File: config.mk
export PLATFORM = sky130hd
export DESIGN_NAME = ptw_xlate
export DESIGN_NICKNAME = d
export VERILOG_FILES = /design/src/rtl/ptw_pkg.sv /design/src/rtl/ptw_leaf_eval.sv /design/src/rtl/ptw_tlb.sv /design/src/rtl/ptw_xlate.sv
export SDC_FILE = /design/constraint.sdc
export NUM_CORES = 2
export LEC_CHECK = 0
export BUFFER_PORTS_ARGS = -buffer_cell sky130_fd_sc_hd__buf_2
export CAP_MARGIN = 20
export CORE_MARGIN = 1.5
export CORE_UTILIZATION = 60
export CTS_BUF_LIST = sky130_fd_sc_hd__clkbuf_4 sky130_fd_sc_hd__clkbuf_8
export DETAILED_ROUTE_END_ITERATION = 12
export GPL_ROUTABILITY_DRIVEN = 0
export GPL_TIMING_DRIVEN = 0
export PLACE_DENSITY = 0.8
export SYNTH_ARGS = -nofsm -noshare
export SYNTH_HDL_FRONTEND = slang
export SYNTH_SLANG_ARGS = --single-unit
File: constraint.sdc
create_clock -name clk -period 5.51 [get_ports clk]
set_input_delay 0.8265 -clock clk [delete_from_list [all_inputs] [get_ports clk]]
set_output_delay 0.8265 -clock clk [all_outputs]
set_load 0.02 [all_outputs]
File: src/rtl/ptw_pkg.sv
package ptw_pkg;
    localparam int VA_W    = 32;
    localparam int OFF_W   = 12;
    localparam int IDX_W   = 10;
    localparam int FRAME_W = VA_W - OFF_W;
    localparam int PTEA_W  = VA_W - 2;

    localparam int BIT_PRESENT = 0;
    localparam int BIT_WRITE   = 1;
    localparam int BIT_USED    = 5;
    localparam int BIT_DIRTY   = 6;

    typedef enum logic [2:0] {
        ST_IDLE,
        ST_CHECK,
        ST_DIR,
        ST_TBL,
        ST_UPD
    } walk_st_e;
endpackage

File: src/rtl/ptw_leaf_eval.sv
module ptw_leaf_eval
    import ptw_pkg::*;
(
    input  logic [VA_W-1:0] entry,
    input  logic            is_write,
    output logic            not_present,
    output logic            no_perm,
    output logic [VA_W-1:0] updated,
    output logic            needs_wb
);
    always_comb begin
        not_present = !entry[BIT_PRESENT];
        no_perm     = entry[BIT_PRESENT] && is_write && !entry[BIT_WRITE];
        updated     = entry;
        updated[BIT_USED] = 1'b1;
        if (is_write) begin
            updated[BIT_DIRTY] = 1'b1;
        end
        needs_wb    = (updated != entry);
    end
endmodule

File: src/rtl/ptw_tlb.sv
module ptw_tlb
    import ptw_pkg::*;
#(
    parameter int WAYS = 8
) (
    input  logic                     clk,
    input  logic                     rst_n,
    input  logic                     inval,
    input  logic [FRAME_W-1:0]       lk_vpn,
    output logic                     hit,
    output logic [$clog2(WAYS)-1:0]  hit_slot,
    output logic [VA_W-1:0]          hit_pte,
    output logic [PTEA_W-1:0]        hit_ptea,
    input  logic                     fill_en,
    input  logic                     fill_use_slot,
    input  logic [$clog2(WAYS)-1:0]  fill_slot,
    input  logic [FRAME_W-1:0]       fill_vpn,
    input  logic [VA_W-1:0]          fill_pte,
    input  logic [PTEA_W-1:0]        fill_ptea
);
    localparam int SW = $clog2(WAYS);

    typedef struct packed {
        logic [WAYS-1:0]               vld;
        logic [WAYS-1:0][FRAME_W-1:0]  vpn;
        logic [WAYS-1:0][VA_W-1:0]     pte;
        logic [WAYS-1:0][PTEA_W-1:0]   ptea;
        logic [SW-1:0]                 rr;
    } tlb_s;

    tlb_s s_d, s_q;
    logic [WAYS-1:0] match;

    for (genvar w = 0; w < WAYS; w++) begin : g_way
        assign match[w] = s_q.vld[w] && (s_q.vpn[w] == lk_vpn);
    end

    always_comb begin
        hit_slot = '0;
        for (int w = 0; w < WAYS; w++) begin
            if (match[w]) begin
                hit_slot = SW'(w);
            end
        end
        hit      = |match;
        hit_pte  = s_q.pte[hit_slot];
        hit_ptea = s_q.ptea[hit_slot];
    end

    always_comb begin
        logic [SW-1:0] slot;
        s_d  = s_q;
        slot = fill_use_slot ? fill_slot : s_q.rr;
        if (inval) begin
            s_d.vld = '0;
        end else if (fill_en) begin
            s_d.vld[slot]  = 1'b1;
            s_d.vpn[slot]  = fill_vpn;
            s_d.pte[slot]  = fill_pte;
            s_d.ptea[slot] = fill_ptea;
            if (!fill_use_slot) begin
                s_d.rr = (s_q.rr == SW'(WAYS - 1)) ? '0 : s_q.rr + 1'b1;
            end
        end
    end

    always_ff @(posedge clk or negedge rst_n) begin
        if (!rst_n) begin
            s_q <= '0;
        end else begin
            s_q <= s_d;
        end
    end
endmodule

File: src/rtl/ptw_xlate.sv
module ptw_xlate
    import ptw_pkg::*;
#(
    parameter int TLB_WAYS = 8
) (
    input  logic                clk,
    input  logic                rst_n,
    input  logic                base_wr,
    input  logic [FRAME_W-1:0]  base_frame,
    input  logic                flush,
    input  logic                req_valid,
    output logic                req_ready,
    input  logic [VA_W-1:0]     req_vaddr,
    input  logic                req_write,
    output logic                rsp_valid,
    output logic [VA_W-1:0]     rsp_paddr,
    output logic                rsp_nopage,
    output logic                rsp_noperm,
    output logic                mem_req,
    output logic                mem_we,
    output logic [VA_W-1:0]     mem_addr,
    output logic [VA_W-1:0]     mem_wdata,
    input  logic                mem_ack,
    input  logic [VA_W-1:0]     mem_rdata
);
    localparam int SLOT_W = $clog2(TLB_WAYS);

    typedef struct packed {
        walk_st_e              st;
        logic [VA_W-1:0]       vaddr;
        logic                  wr;
        logic [FRAME_W-1:0]    base;
        logic [PTEA_W-1:0]     ptea;
        logic [VA_W-1:0]       pte;
        logic [SLOT_W-1:0]     slot;
        logic                  from_hit;
        logic                  rsp_valid;
        logic [VA_W-1:0]       rsp_paddr;
        logic                  rsp_nopage;
        logic                  rsp_noperm;
    } walk_s;

    walk_s q, n;

    logic                  hit;
    logic [SLOT_W-1:0]     hit_slot;
    logic [VA_W-1:0]       hit_pte;
    logic [PTEA_W-1:0]     hit_ptea;
    logic                  fill_en, fill_use_slot;
    logic [VA_W-1:0]       fill_pte;
    logic [VA_W-1:0]       eval_in, ev_upd;
    logic                  ev_np, ev_noperm, ev_wb;

    assign eval_in  = (q.st == ST_CHECK) ? hit_pte : mem_rdata;
    assign fill_pte = (q.st == ST_TBL) ? mem_rdata : q.pte;

    ptw_leaf_eval u_eval (
        .entry       (eval_in),
        .is_write    (q.wr),
        .not_present (ev_np),
        .no_perm     (ev_noperm),
        .updated     (ev_upd),
        .needs_wb    (ev_wb)
    );

    ptw_tlb #(.WAYS(TLB_WAYS)) u_tlb (
        .clk           (clk),
        .rst_n         (rst_n),
        .inval         (flush || base_wr),
        .lk_vpn        (q.vaddr[VA_W-1:OFF_W]),
        .hit           (hit),
        .hit_slot      (hit_slot),
        .hit_pte       (hit_pte),
        .hit_ptea      (hit_ptea),
        .fill_en       (fill_en),
        .fill_use_slot (fill_use_slot),
        .fill_slot     (q.slot),
        .fill_vpn      (q.vaddr[VA_W-1:OFF_W]),
        .fill_pte      (fill_pte),
        .fill_ptea     (q.ptea)
    );

    always_comb begin
        n               = q;
        n.rsp_valid     = 1'b0;
        n.rsp_nopage    = 1'b0;
        n.rsp_noperm    = 1'b0;
        fill_en         = 1'b0;
        fill_use_slot   = 1'b0;
        if (base_wr) begin
            n.base = base_frame;
        end
        case (q.st)
            ST_IDLE: begin
                if (req_valid) begin
                    n.vaddr = req_vaddr;
                    n.wr    = req_write;
                    n.st    = ST_CHECK;
                end
            end
            ST_CHECK: begin
                if (!hit) begin
                    n.st = ST_DIR;
                end else if (ev_noperm) begin
                    n.rsp_valid  = 1'b1;
                    n.rsp_noperm = 1'b1;
                    n.st         = ST_IDLE;
                end else if (ev_wb) begin
                    n.pte      = ev_upd;
                    n.ptea     = hit_ptea;
                    n.slot     = hit_slot;
                    n.from_hit = 1'b1;
                    n.st       = ST_UPD;
                end else begin
                    n.rsp_valid = 1'b1;
                    n.rsp_paddr = {hit_pte[VA_W-1:OFF_W], q.vaddr[OFF_W-1:0]};
                    n.st        = ST_IDLE;
                end
            end
            ST_DIR: begin
                if (mem_ack) begin
                    if (!mem_rdata[BIT_PRESENT]) begin
                        n.rsp_valid  = 1'b1;
                        n.rsp_nopage = 1'b1;
                        n.st         = ST_IDLE;
                    end else begin
                        n.ptea = {mem_rdata[VA_W-1:OFF_W], q.vaddr[OFF_W+IDX_W-1:OFF_W]};
                        n.st   = ST_TBL;
                    end
                end
            end
            ST_TBL: begin
                if (mem_ack) begin
                    if (ev_np) begin
                        n.rsp_valid  = 1'b1;
                        n.rsp_nopage = 1'b1;
                        n.st         = ST_IDLE;
                    end else if (ev_noperm) begin
                        n.rsp_valid  = 1'b1;
                        n.rsp_noperm = 1'b1;
                        n.st         = ST_IDLE;
                    end else if (ev_wb) begin
                        n.pte      = ev_upd;
                        n.from_hit = 1'b0;
                        n.st       = ST_UPD;
                    end else begin
                        fill_en     = 1'b1;
                        n.rsp_valid = 1'b1;
                        n.rsp_paddr = {mem_rdata[VA_W-1:OFF_W], q.vaddr[OFF_W-1:0]};
                        n.st        = ST_IDLE;
                    end
                end
            end
            ST_UPD: begin
                if (mem_ack) begin
                    fill_en       = 1'b1;
                    fill_use_slot = q.from_hit;
                    n.rsp_valid   = 1'b1;
                    n.rsp_paddr   = {q.pte[VA_W-1:OFF_W], q.vaddr[OFF_W-1:0]};
                    n.st          = ST_IDLE;
                end
            end
            default: n.st = ST_IDLE;
        endcase
    end

    always_ff @(posedge clk or negedge rst_n) begin
        if (!rst_n) begin
            q <= '0;
        end else begin
            q <= n;
        end
    end

    assign req_ready  = (q.st == ST_IDLE);
    assign mem_req    = (q.st == ST_DIR) || (q.st == ST_TBL) || (q.st == ST_UPD);
    assign mem_we     = (q.st == ST_UPD);
    assign mem_addr   = (q.st == ST_DIR) ? {q.base, q.vaddr[VA_W-1:OFF_W+IDX_W], 2'b00}
                                         : {q.ptea, 2'b00};
    assign mem_wdata  = q.pte;
    assign rsp_valid  = q.rsp_valid;
    assign rsp_paddr  = q.rsp_paddr;
    assign rsp_nopage = q.rsp_nopage;
    assign rsp_noperm = q.rsp_noperm;
endmodule

# [Word level (Yosys, flattened, before mapping)]
# Index checks and enable logic that the tools add are counted.
[classes] add_sub_neg=1 order_cmp=3 eq_ne=27 muxes=84 bitwise_logic=4 reduce_logical=29
[op_table] cell="$mux W667" n=1
[op_table] cell="$mux W32" n=12
[op_table] cell="$bwmux W256" n=1
[op_table] cell="$bwmux W240" n=1
[op_table] cell="$bwmux W160" n=1
[op_table] cell="$eq A20 B20 Y1" n=8
[op_table] cell="$mux W66" n=2
[op_table] cell="$mux W30" n=4
[op_table] cell="$mux W33" n=3
[op_table] cell="$mux W99" n=1
[op_table] cell="$bmux W32 S3" n=1
[op_table] cell="$demux W32 S3" n=1
[op_table] cell="$pmux W32 S3" n=1
[op_table] cell="$bmux W30 S3" n=1
[op_table] cell="$demux W30 S3" n=1
[op_table] cell="$mux W36" n=2
[op_table] cell="$pmux W32 S2" n=1
[op_table] cell="$demux W20 S3" n=1
[op_table] cell="$pmux W30 S2" n=1
[op_table] cell="$mux W3" n=16
[op_table] cell="$mux W1" n=22
[op_table] cell="$ne A2 B2 Y1 const B" n=11
[op_table] cell="$mux W20" n=1
[op_table] cell="$pmux W3 S5" n=1
[op_table] cell="28 further kinds" n=53
[totals] register_bits=824 in_bits=91 output_inout_bits=102 word_cells=186

# [Depth between registers and ports, before layout]
[depth] ltp_word=21 mapped_depth=18 ltp_nobuf=12

# [Cells and area by module]
# A second synthesis with hierarchy kept.
[hier_totals] cells_unflattened=3319 area_unflattened_um2=40247.4
[modules_own_cells] module="ptw_tlb" instances=1 cells_each=2521 area_each_um2=31622.8 seq_area_each_um2=16691.0
[modules_own_cells] module="ptw_xlate" instances=1 cells_each=761 area_each_um2=8359.3 seq_area_each_um2=3928.8
[modules_own_cells] module="ptw_leaf_eval" instances=1 cells_each=37 area_each_um2=265.3 seq_area_each_um2=0.0

# [Least setup slack after synthesis]
# OpenSTA, ideal clock, no wires.
[synth_timing] path_type="reg2reg" startpoint="register q[135] (netlist name)" endpoint="register with a tool-made name" setup_ns=0.125 t_arrival_ns=3.778 required_ns=5.385 setup_slack_ns=1.607 stages_incl_launch_ff=16 path_buffers=3 synth_period_minus_slack_ns=3.903 path_cell_list="dfrtp_1 buf_2 xnor2_1 nand4_1 or4_4 o2111ai_2 a311oi_2 buf_6 mux2i_1 o221ai_1 o211ai_1 a22oi_2 nand2_2 a211oi_2 buf_2 mux2_2"
[synth_rtl] item="start: declaration" line_no="ptw_xlate.sv:43" text="walk_s q, n;"
[synth_rtl] item="start signal: assignment" line_no="ptw_xlate.sv:171" text="q <= n;"

==> impl_metrics.toml <==
[timing]
max_freq_ghz = 0.185
rsz0062_at_grt = "false"
setup_viol = 0
holdWs_ns = 0.0340
finalHoldViolCount = 0
relSlewSlack_pct = 21.7
tightest_slew_ns = 1.17
fin_crit_sh_pct = 97.9
final-max-slew-violation-count = 0
post-route-min-period_ns = 5.39
skew_ns = 0.0476

[hold_path]
min-delay-path-class = "in -> async"

[critical_path]
max_stage_delay_ns = 0.47
arrival_ns = 6.09
crit_fanout = 10
crit_type = "reg -> reg"
critPathLaunchType = "flip-flop"
r2r_start = "q[153]"
crit_start = "q[153]"
critPathBufInv = 5
cp.required_ns = 6.21
r2r_slack_ns = 0.12
cp_num_cells = 17
cp_top_family = "simple AND/OR/NAND/NOR gates"
crit_chain = "buf_2 > xnor2_1 > nand4_1 > nor4_1 > nand4_1 > buf_4 > a311oi_2 > buf_6 > mux2i_1 > a21oi_1 > o32ai_2 > nor3_4 > a21oi_2 > nor3_1 > buf_4 > buf_2 > mux2_2"
crit_slowest_cell = "nor3_1"
end_kind = "flip-flop"
reg2reg_depth = 17

[drt]
firstDrtPassIters = 8
drc_errors = 0
drt_iter0_drc = 3492
wirelength_mm = 124
antenna_left = 0
route.vias.total = 31100
post_drt_wl_per_cell_um = 25.6
viasPerCell = 6.43

[cts]
htree_levels = 4
numCtsBuffers = 138
clkSinkCount = 824
clockBufferDepth = 3
root_buffer = "clkbuf_8"
clkTransAtPathRegs_ns = 0.06
cts_tree = "yes"
clk_latency_ns = 0.83

[floorplanning]
die_h_um = 261
rows = 94
ios = 193
start_util_pct = 60.8
core_area_um2 = 65900
die_x_um = 261
die-area_um2 = 68300

[global_route]
grt_overflow_total = 0
grt_max_degree = 123
first_global_vias = 31300
antenna_found_initial = 11
grt_first_pass_wirelength_mm = 186
grt_use_total_pct = 36.6

[outcome]
status = "completed"

[yosys]
synth_top_area_share_pct = 51.5
ys_types = 80
syn_area_um2 = 40000
synth_cells = 3525
yosysSeqAreaShare_pct = 51.5
synth_enable_flop_cells = 0
synth_most_common_cell = "dfrtp_1"
ys_ff_latch = 824
yosys-top-cells-count = "dfrtp_1 (824), nand2_1 (490), mux2_2 (469), nand3_1 (185), clkbuf_1 (137)"
yosys_warnings = 0
synth_area_per_cell_um2 = 11.4
ys_top_cells_by_area = "dfrtp_1 (52%), mux2_2 (13%), nand2_1 (4.6%)"
postSynth.asyncResetShare_pct = 100
synthFlopType = "dfrtp_1"
yosysTopAreaCell = "dfrtp_1"

[finish]
final_cell_area_um2 = 45400
nNetsFinal = 3961
fin_cells = 4841
regArea_um2 = 20600
fill_cells = 4867
area_growth_pct = 13.4
multiInputGateArea_um2 = 17400
layout-drive-gt1-share_pct = 29.5

[placed_design]
place_area_um2 = 42300
io_buffers = 189
placed_cells = 4589
dp_hpwl_mm = 82.9

[power]
ir_drop_mv = 0.358
pwr_density_cell_nw_per_um2 = 420
p_leak_nw = 21.4

[flow_run]
max_cap_viol_count = 0
[per-layer routing]
metal  global-route usage [%]  vias up  wire [um]  share of wire [%]
met5                        0        -         22              0.018
met3                     11.0      492      14500                 12
met4                     21.3        4       7220                5.8
met2                     54.7     1991      55300                 45
li1                         -    13100          -                  -
met1                     47.5    15500      47100                 38
[final cells by class]
cell class | instances | area share [%]
sequential | 824 | 45.4
multi-input combinational | 2305 | 38.4
clock buffer | 215 | 5.99
buffer | 372 | 4.29
timing repair buffer | 202 | 2.64
tap | 864 | 2.38
clock inverter | 29 | 0.653
inverter | 25 | 0.207
antenna | 5 | 0.0276
[logic make-up after synthesis]
| group | Yosys count | synth area share, % |
|---|---|---|
| flops | 824 | 51.5 |
| xor+xnor | 160 | 3.50 |
| buf+inv | 397 | 5.06 |
| simple gates | 894 | 10.1 |
| mux | 688 | 19.2 |
| other cells | 1 | 0.00937 |
| compound gates | 559 | 10.5 |
| fa+ha+maj | 2 | 0.0625 |
[power breakdown]
part           internal [mW]  leakage, nW  switching [mW]
clock                   3.37         1.59            2.59
sequential              6.69         11.3           0.375
combinational           2.20         8.55            3.82
[stage by stage]
step	power, mW	TNS, ns	setup slack [ns]	util [%]
2_1_floorplan	11.0	0	1.61	-
5_1_grt	19.7	0	0.0233	68.9
4_1_cts	18.9	-1.92	-0.0771	68.8
3_5_place_dp	13.0	-6.39	-0.124	64.2
3_3_place_gp	12.9	-	-13.86	63.8
6_report	19.1	0	0.116	68.9
[how the worst min path moves through the flow]
stage	end	slack, ns	depth (start not counted)
floorplan	u_tlb.s_q[660]	0.44	2
CTS	mem_wdata[9]	0.06	1
detailed placement	u_tlb.s_q[660]	0.46	2
global placement	u_tlb.s_q[660]	0.45	2
finish	mem_wdata[9]	0.03	1
global route	mem_wdata[9]	0.13	1
[placed cells by master (no fill, tap or decap), drive strengths merged, types with 4 or more instances in the layout]
cell / n
nor2: 60
xor2: 24
and3: 5
inv: 27
nand4: 50
o22a: 128
clkinv: 16
diode: 5
o22ai: 18
or2: 6
clkinvlp: 6
nor3: 14
nand2: 492
a21oi: 87
a221o: 5
xnor2: 136
and2: 37
dfrtp: 824
nand2b: 4
clkbuf: 354
a211oi: 7
a21o: 7
nor3b: 5
a31oi: 57
mux2i: 111
o211ai: 20
o21ai: 59
a21bo: 16
nand3: 185
buf: 435
o21a: 5
mux2: 577
nor4: 16
a2bb2oi: 128
bufinv: 5
[what timing repair did]
item / in CTS / in global routing
setup endpoints to repair: 161 / 587
cloned: 0 / 0
buffers inserted: 0 / 1
gates resized for setup: 4 / 16
pin swaps: 0 / 1
hold buffers: 0 / 0
Power figures use the tool's default switching activity.
